--- src/rtl/pgs_pkg.sv ---
package pgs_pkg;
  typedef enum logic [2:0] {
    ST_IDLE  = 3'd0,
    ST_SCAN  = 3'd1,
    ST_DRAIN = 3'd2,
    ST_SHIFT = 3'd3,
    ST_WRITE = 3'd4
  } pgs_state_e;
endpackage

--- src/rtl/pgs_row_decode.sv ---
module pgs_row_decode #(
  parameter int ROWS = 6,
  parameter int RW   = 3
) (
  input  logic            en,
  input  logic [RW-1:0]   idx,
  output logic [ROWS-1:0] lines
);
  for (genvar g = 0; g < ROWS; g++) begin : g_line
    assign lines[g] = en && (idx == RW'(g));
  end
endmodule

--- src/rtl/pgs_misr.sv ---
module pgs_misr #(
  parameter int              COLS = 8,
  parameter logic [COLS-1:0] POLY = 8'h1D
) (
  input  logic            clk,
  input  logic            rst_n,
  input  logic            seed,
  input  logic            cap,
  input  logic            fold,
  input  logic            shift,
  input  logic [COLS-1:0] din,
  output logic            sig_lsb
);
  logic [COLS-1:0] dreg_q, dreg_n;
  logic [COLS-1:0] sig_q, sig_n;

  always_comb begin
    dreg_n = dreg_q;
    if (cap) dreg_n = din;
  end

  always_comb begin
    sig_n = sig_q;
    if (seed)
      sig_n = '1;
    else if (fold)
      sig_n = {sig_q[COLS-2:0], 1'b0} ^ (sig_q[COLS-1] ? POLY : '0) ^ dreg_q;
    else if (shift)
      sig_n = {1'b0, sig_q[COLS-1:1]};
  end

  always_ff @(posedge clk or negedge rst_n) begin
    if (!rst_n) begin
      dreg_q <= '0;
      sig_q  <= '0;
    end else begin
      dreg_q <= dreg_n;
      sig_q  <= sig_n;
    end
  end

  assign sig_lsb = sig_q[0];

  a_r3_seed_ones: assert property (@(posedge clk) disable iff (!rst_n)
    seed |=> (sig_q == '1));
endmodule

--- src/rtl/pgs_ctrl.sv ---
module pgs_ctrl
  import pgs_pkg::*;
#(
  parameter int ROWS = 6,
  parameter int COLS = 8,
  parameter int RW   = 3,
  parameter int CW   = 3
) (
  input  logic            clk,
  input  logic            rst_n,
  input  logic            start,
  input  logic            wr_mode,
  input  logic [RW-1:0]   row,
  input  logic [COLS-1:0] mask,
  input  logic [COLS-1:0] data,
  output logic            probe_en,
  output logic [RW-1:0]   probe_idx,
  output logic [COLS-1:0] drv_en,
  output logic [COLS-1:0] drv_val,
  output logic            misr_seed,
  output logic            misr_cap,
  output logic            misr_fold,
  output logic            misr_shift,
  output logic            tdo_valid,
  output logic            done
);
  localparam logic [RW-1:0] LAST_ROW = RW'(ROWS - 1);
  localparam logic [CW-1:0] LAST_BIT = CW'(COLS - 1);

  pgs_state_e      st_q, st_n;
  logic [RW-1:0]   rcnt_q, rcnt_n;
  logic [CW-1:0]   bcnt_q, bcnt_n;
  logic [RW-1:0]   lrow_q;
  logic [COLS-1:0] lmask_q, ldata_q;
  logic            done_q, done_n;
  logic            accept, row_ok;

  assign accept = (st_q == ST_IDLE) && start;
  assign row_ok = (int'(lrow_q) < ROWS);

  always_comb begin
    st_n   = st_q;
    rcnt_n = rcnt_q;
    bcnt_n = bcnt_q;
    done_n = 1'b0;
    case (st_q)
      ST_IDLE: if (accept) begin
        st_n   = wr_mode ? ST_WRITE : ST_SCAN;
        rcnt_n = '0;
      end
      ST_SCAN: begin
        rcnt_n = rcnt_q + RW'(1);
        if (rcnt_q == LAST_ROW) st_n = ST_DRAIN;
      end
      ST_DRAIN: begin
        st_n   = ST_SHIFT;
        bcnt_n = '0;
      end
      ST_SHIFT: begin
        bcnt_n = bcnt_q + CW'(1);
        if (bcnt_q == LAST_BIT) begin
          st_n   = ST_IDLE;
          done_n = 1'b1;
        end
      end
      ST_WRITE: begin
        st_n   = ST_IDLE;
        done_n = 1'b1;
      end
      default: st_n = ST_IDLE;
    endcase
  end

  always_ff @(posedge clk or negedge rst_n) begin
    if (!rst_n) begin
      st_q   <= ST_IDLE;
      rcnt_q <= '0;
      bcnt_q <= '0;
      done_q <= 1'b0;
    end else begin
      st_q   <= st_n;
      rcnt_q <= rcnt_n;
      bcnt_q <= bcnt_n;
      done_q <= done_n;
    end
  end

  always_ff @(posedge clk or negedge rst_n) begin
    if (!rst_n) begin
      lrow_q  <= '0;
      lmask_q <= '0;
      ldata_q <= '0;
    end else if (accept) begin
      lrow_q  <= row;
      lmask_q <= mask;
      ldata_q <= data;
    end
  end

  always_comb begin
    probe_en   = (st_q == ST_SCAN) || (st_q == ST_WRITE);
    probe_idx  = (st_q == ST_WRITE) ? lrow_q : rcnt_q;
    drv_en     = (st_q == ST_WRITE && row_ok) ? lmask_q : '0;
    drv_val    = (st_q == ST_WRITE) ? ldata_q : '0;
    misr_seed  = accept && !wr_mode;
    misr_cap   = (st_q == ST_SCAN);
    misr_fold  = (st_q == ST_SCAN && rcnt_q != '0) || (st_q == ST_DRAIN);
    misr_shift = (st_q == ST_SHIFT);
    tdo_valid  = (st_q == ST_SHIFT);
  end

  assign done = done_q;

  a_r2_row_step: assert property (@(posedge clk) disable iff (!rst_n)
    (st_q == ST_SCAN && rcnt_q != LAST_ROW) |=> (st_q == ST_SCAN && rcnt_q == $past(rcnt_q) + RW'(1)));
  a_r4_shift_run: assert property (@(posedge clk) disable iff (!rst_n)
    (st_q == ST_SHIFT && bcnt_q != LAST_BIT) |=> (st_q == ST_SHIFT));
  a_r5_done_pulse: assert property (@(posedge clk) disable iff (!rst_n)
    done_q |=> !done_q);
  a_r8_busy_hold: assert property (@(posedge clk) disable iff (!rst_n)
    (st_q == ST_SCAN && start) |=> (st_q == ST_SCAN || st_q == ST_DRAIN));
endmodule

--- src/rtl/probe_grid_seq.sv ---
module probe_grid_seq #(
  parameter int              ROWS = 6,
  parameter int              COLS = 8,
  parameter logic [COLS-1:0] POLY = 8'h1D,
  localparam int             RW   = (ROWS > 1) ? $clog2(ROWS) : 1,
  localparam int             CW   = (COLS > 1) ? $clog2(COLS) : 1
) (
  input  logic            clk,
  input  logic            rst_n,
  input  logic            cmd_start,
  input  logic            cmd_write,
  input  logic [RW-1:0]   cmd_row,
  input  logic [COLS-1:0] cmd_mask,
  input  logic [COLS-1:0] cmd_data,
  output logic            cmd_done,
  output logic [ROWS-1:0] probe_row,
  input  logic [COLS-1:0] sense_col,
  output logic [COLS-1:0] drive_en,
  output logic [COLS-1:0] drive_val,
  output logic            tdo,
  output logic            tdo_valid
);
  logic          probe_en;
  logic [RW-1:0] probe_idx;
  logic          m_seed, m_cap, m_fold, m_shift;

  pgs_ctrl #(.ROWS(ROWS), .COLS(COLS), .RW(RW), .CW(CW)) u_ctrl (
    .clk(clk), .rst_n(rst_n), .start(cmd_start), .wr_mode(cmd_write),
    .row(cmd_row), .mask(cmd_mask), .data(cmd_data),
    .probe_en(probe_en), .probe_idx(probe_idx),
    .drv_en(drive_en), .drv_val(drive_val),
    .misr_seed(m_seed), .misr_cap(m_cap), .misr_fold(m_fold), .misr_shift(m_shift),
    .tdo_valid(tdo_valid), .done(cmd_done)
  );

  pgs_row_decode #(.ROWS(ROWS), .RW(RW)) u_dec (
    .en(probe_en), .idx(probe_idx), .lines(probe_row)
  );

  pgs_misr #(.COLS(COLS), .POLY(POLY)) u_misr (
    .clk(clk), .rst_n(rst_n), .seed(m_seed), .cap(m_cap), .fold(m_fold),
    .shift(m_shift), .din(sense_col), .sig_lsb(tdo)
  );

  a_r2_single_probe: assert property (@(posedge clk) disable iff (!rst_n)
    $onehot0(probe_row));
  a_r4_quiet_shift: assert property (@(posedge clk) disable iff (!rst_n)
    tdo_valid |-> (probe_row == '0));
  a_r11_drive_gated: assert property (@(posedge clk) disable iff (!rst_n)
    (drive_en != '0) |-> $onehot(probe_row));
endmodule

--- config.mk ---
export PLATFORM = sky130hd
export DESIGN_NAME = probe_grid_seq
export DESIGN_NICKNAME = d
export VERILOG_FILES = /design/src/rtl/pgs_pkg.sv /design/src/rtl/pgs_row_decode.sv /design/src/rtl/pgs_misr.sv /design/src/rtl/pgs_ctrl.sv /design/src/rtl/probe_grid_seq.sv
export SDC_FILE = /design/constraint.sdc
export NUM_CORES = 1
export LEC_CHECK = 0
export ABC_AREA = 1
export ABC_CLOCK_PERIOD_IN_PS = 4960
export BUFFER_PORTS_ARGS = -buffer_cell sky130_fd_sc_hd__buf_2
export CORE_MARGIN = 2
export CORE_UTILIZATION = 35
export DETAILED_ROUTE_END_ITERATION = 8
export PLACE_DENSITY = 0.68
export SETUP_SLACK_MARGIN = 0.02
export SLEW_MARGIN = 10
export SYNTH_ARGS = -nofsm -noshare
export SYNTH_HDL_FRONTEND = slang
export SYNTH_HIERARCHICAL = 1
export SYNTH_SLANG_ARGS = --single-unit
export TNS_END_PERCENT = 5
--- constraint.sdc ---
create_clock -name clk -period 4.96 [get_ports clk]
set_input_delay 0.496 -clock clk [delete_from_list [all_inputs] [get_ports clk]]
set_output_delay 0.496 -clock clk [all_outputs]
set_load 0.02 [all_outputs]
==> summary.md <==
| Metric | Value |
|---|---|
| Status | finished, final reports clean |
| Syn nets | 345 |
| Layout cell share with drive strength beyond 1 | 25.07% |
| Cell area after synthesis | 0.002415 sq mm |
| Critical path peak fanout | 16 |
| H-tree depth | 2 |
| Setup Skew | 0.01026 ns |
| First-pass GRT wire length | 9.163 mm |
| Post-Synthesis Cells | 309 |
| CP Cell Sequence | inv_2 > nand3_2 > a21oi_1 > inv_1 > nand2_1 > nor2_1 > buf_2 |
| Hold WS | 0.3411 ns |
| Vias in the first global route | 1994 |
| RR Startpoint | u_ctrl/st_q[2] |
| Synth warnings | 6 |
| Placed cell area | 0.002710 sq mm |
| Die Footprint | 0.007580 sq mm |
| P&R area growth vs syn | 16.22% |
| Post-synthesis sequential area ratio | 46.63% |
| Slowest CP cell | dfrtp_1 |
| HP Class | in -> async |
| Post-route minimum period | 2.364 ns |
| Register area | 0.001126 sq mm |
| Yosys reg bits | 45 |
| TritonRoute pass-1 iters | 4 |
| Largest net degree at the start of global routing | 46 |
| Reg power frac | 37.9% |
| Clock latency on the worst-skew pair | 0.30 ns |
| Total track usage | 15.44% |
| GPL Wtd Cong | 0.8902 |
| Power Density | 628.5 mW/mm^2 |
| Antenna Cells | 0 |
| Fill cells | 674 |
| Via count | 2063 |
| Slew of the pin with the lowest slew margin | 0.9996 ns |
| Routed length per placed instance | 11.30 um |
| PortBufs | 55 |
| Distinct cell type count after synthesis | 29 |
| Layout net count | 398 |
| Post-layout worst setup margin | 2.596 ns |
| Worst Setup End Kind | output port |
| Initial Utilization | 35.94% |
| # IOs | 56 |
| Slew margin rel. | 33.36% |
| Internal power | 0.9711 mW |
| Post-route DRC | 0 |
| Sw Share | 44.95% |
| Finished Core Util | 41.77% |
| Setup TNS | 0 ns |
| FP Rows | 30 |
| Syn_area_per_cell | 7.815 sq um |
| Pins Over Slew Limit | 0 |
| Initial antenna violation count | 0 |
| Post-CTS setup buffer count | 0 |
| Setup violations, final | 0 |
| Post-DP HPWL | 3.690 mm |
| Post-CTS sizing | 0 |
| F_max | 0.4230 GHz |
| Die Y | 87.07 um |
| Slowest stage delay, CP | 0.41 ns |
| Antenna Violating Nets Remaining | 0 |
| Clock transition at path regs | 0.09 ns |
| Initial DRC Count | 75 |
| Post-DR vias/cell | 4.657 |
| Multi-input combinational cell area | 0.001021 sq mm |
| CTS tree | done |
| Root Buffer | clkbuf_8 |
| Cell count of the worst reg-to-reg path | 10 |
| Final std cells w/o fill | 443 |
| CP startpoint kind | flip-flop |
| Static Leakage | 1.576 nW |
| Total Routed Length | 5.006 mm |
| Clock Sink Count | 45 |
| Design Area, Final | 0.002806 sq mm |
| Core Area | 0.006719 sq mm |
| Num CTS Buffers | 5 |
| Max VDD drop | 217.2 uV |
| Final period utilization | 47.66% |
| Clock share of power | 13.7% |
| Unrepaired setup endpoints after global routing | false |
| Clock Path Buffers | 2 |
| Hold buffer count at CTS | 0 |
| Dpl cells | 435 |
| Final hold violations | 0 |
| Worst Path Required | 4.46 ns |
| Critical path origin | u_ctrl/st_q[1] |
| Crit path DAT | 1.87 ns |
| DP Worst Slack | 2.910 ns |
| Comb pwr share | 48.4% |
| Max-cap viol count | 0 |
| Critical path class | reg -> out |
| Gr ovfl total | 0 |
| P_sw | 0.7928 mW |
| Tot Pwr | 1.764 mW |
| DIE WIDTH | 87.07 um |
[path summary, 6_finish.rpt]
check,endpoint,slack [ns]
max in group asynchronous,u_misr/sig_q[7],3.98
min in group clk,u_misr/dreg_q[6],0.40
setup / recovery,probe_row[0],2.60
hold / removal,u_misr/dreg_q[6],0.34
hold reg to reg,u_ctrl/lmask_q[0],0.48
setup reg to reg,u_misr/sig_q[4],2.92
[power groups by stage]
stage | sequential, mW | clock [mW] | combinational, mW
5_1_grt | 0.694 | 0.267 | 1.01
4_1_cts | 0.670 | 0.253 | 0.865
3_3_place_gp | 0.670 | 0 | 0.835
6_report | 0.669 | 0.242 | 0.854
2_1_floorplan | 0.650 | 0 | 0.719
3_5_place_dp | 0.674 | 0 | 0.865
[sequential cells by signal, summed over array words and instances, names as in the netlist]
signal / flops
u_ctrl/bcnt_q: 3
u_ctrl/rcnt_q: 3
u_ctrl/ldata_q: 8
u_ctrl/lrow_q: 3
u_ctrl/lmask_q: 8
u_misr/dreg_q: 8
u_misr/sig_q: 8
u_ctrl/st_q: 3
u_ctrl/done: 1
[worst max-delay path, delay by kind of cell (launching register included)]
kind	cells	cell delay [ns]
compound gates	1	0.35
buf+inv	3	0.37
flops	1	0.41
simple gates	3	0.44
[routing by layer]
| metal | track usage [%] | vias to the layer above | wire [um] |
|---|---|---|---|
| met2 | 24.08 | 65 | 2275 |
| met3 | 4.929 | 6 | 354 |
| li1 | - | 1062 | - |
| met1 | 20.61 | 930 | 2318 |
| met4 | 4.403 | 0 | 58 |
| met5 | 0 | - | 0 |
[synth_stat cells (all sizes together)]
library cell	instances	share of area (%)
a21oi	11	2.4
a22o	2	0.73
a22oi	1	0.31
and2	1	0.26
buf	10	3.6
dfrtp	45	47
ha	5	2.6
inv	46	7.5
mux2	4	1.9
nand2	89	14
nand3	34	7.8
nand3b	1	0.31
nor2	39	6.7
o21ai	17	3.5
o22ai	1	0.26
xnor2	1	0.36
xor2	2	0.73
[logic make-up (layout without fill, tap and decap cells)]
family / Yosys count / after routing / synth area share (%)
AO/OA/AOI/OAI: 32 / 32 / 7.254
buffers and inverters: 56 / 110 / 11.09
adder cells (fa/ha/maj): 5 / 5 / 2.591
flip-flops: 45 / 45 / 46.63
multiplexers: 4 / 4 / 1.865
AND/OR/NAND/NOR: 164 / 164 / 29.48
XOR/XNOR: 3 / 3 / 1.088
[layout make-up]
cell class	count	area share [%]
well taps	80	3.567
flip-flops and latches	45	40.12
clock buffers	6	2.942
repair buffers	56	10.08
multi-input cells	208	36.38
clock inverters	2	0.4904
inverters	46	6.420
[layout by cell type (no fill, tap or decap)]
master / Yosys / layout
o21ai_0: 11 / 11
nand3_2: 1 / 1
inv_2: 9 / 9
xor2_1: 2 / 2
dfrtp_1: 45 / 45
nand3_1: 32 / 32
xnor2_1: 1 / 1
and2_1: 1 / 1
a22oi_1: 1 / 1
a21oi_2: 1 / 1
nand2_2: 3 / 3
mux2_2: 4 / 4
a22o_1: 2 / 2
o21ai_1: 6 / 6
buf_4: 2 / 1
nand3b_1: 1 / 1
inv_1: 36 / 36
ha_1: 5 / 5
nand3_4: 1 / 1
buf_2: 4 / 55
clkinv_2: 0 / 1
nor2_1: 33 / 33
o22ai_1: 1 / 1
clkinv_4: 0 / 1
inv_8: 1 / 1
nor2_2: 6 / 6
nand2_1: 85 / 85
a21oi_1: 10 / 10
clkbuf_8: 0 / 6
nand2_4: 1 / 1
Note: power is estimated with default switching activity, not from simulation.
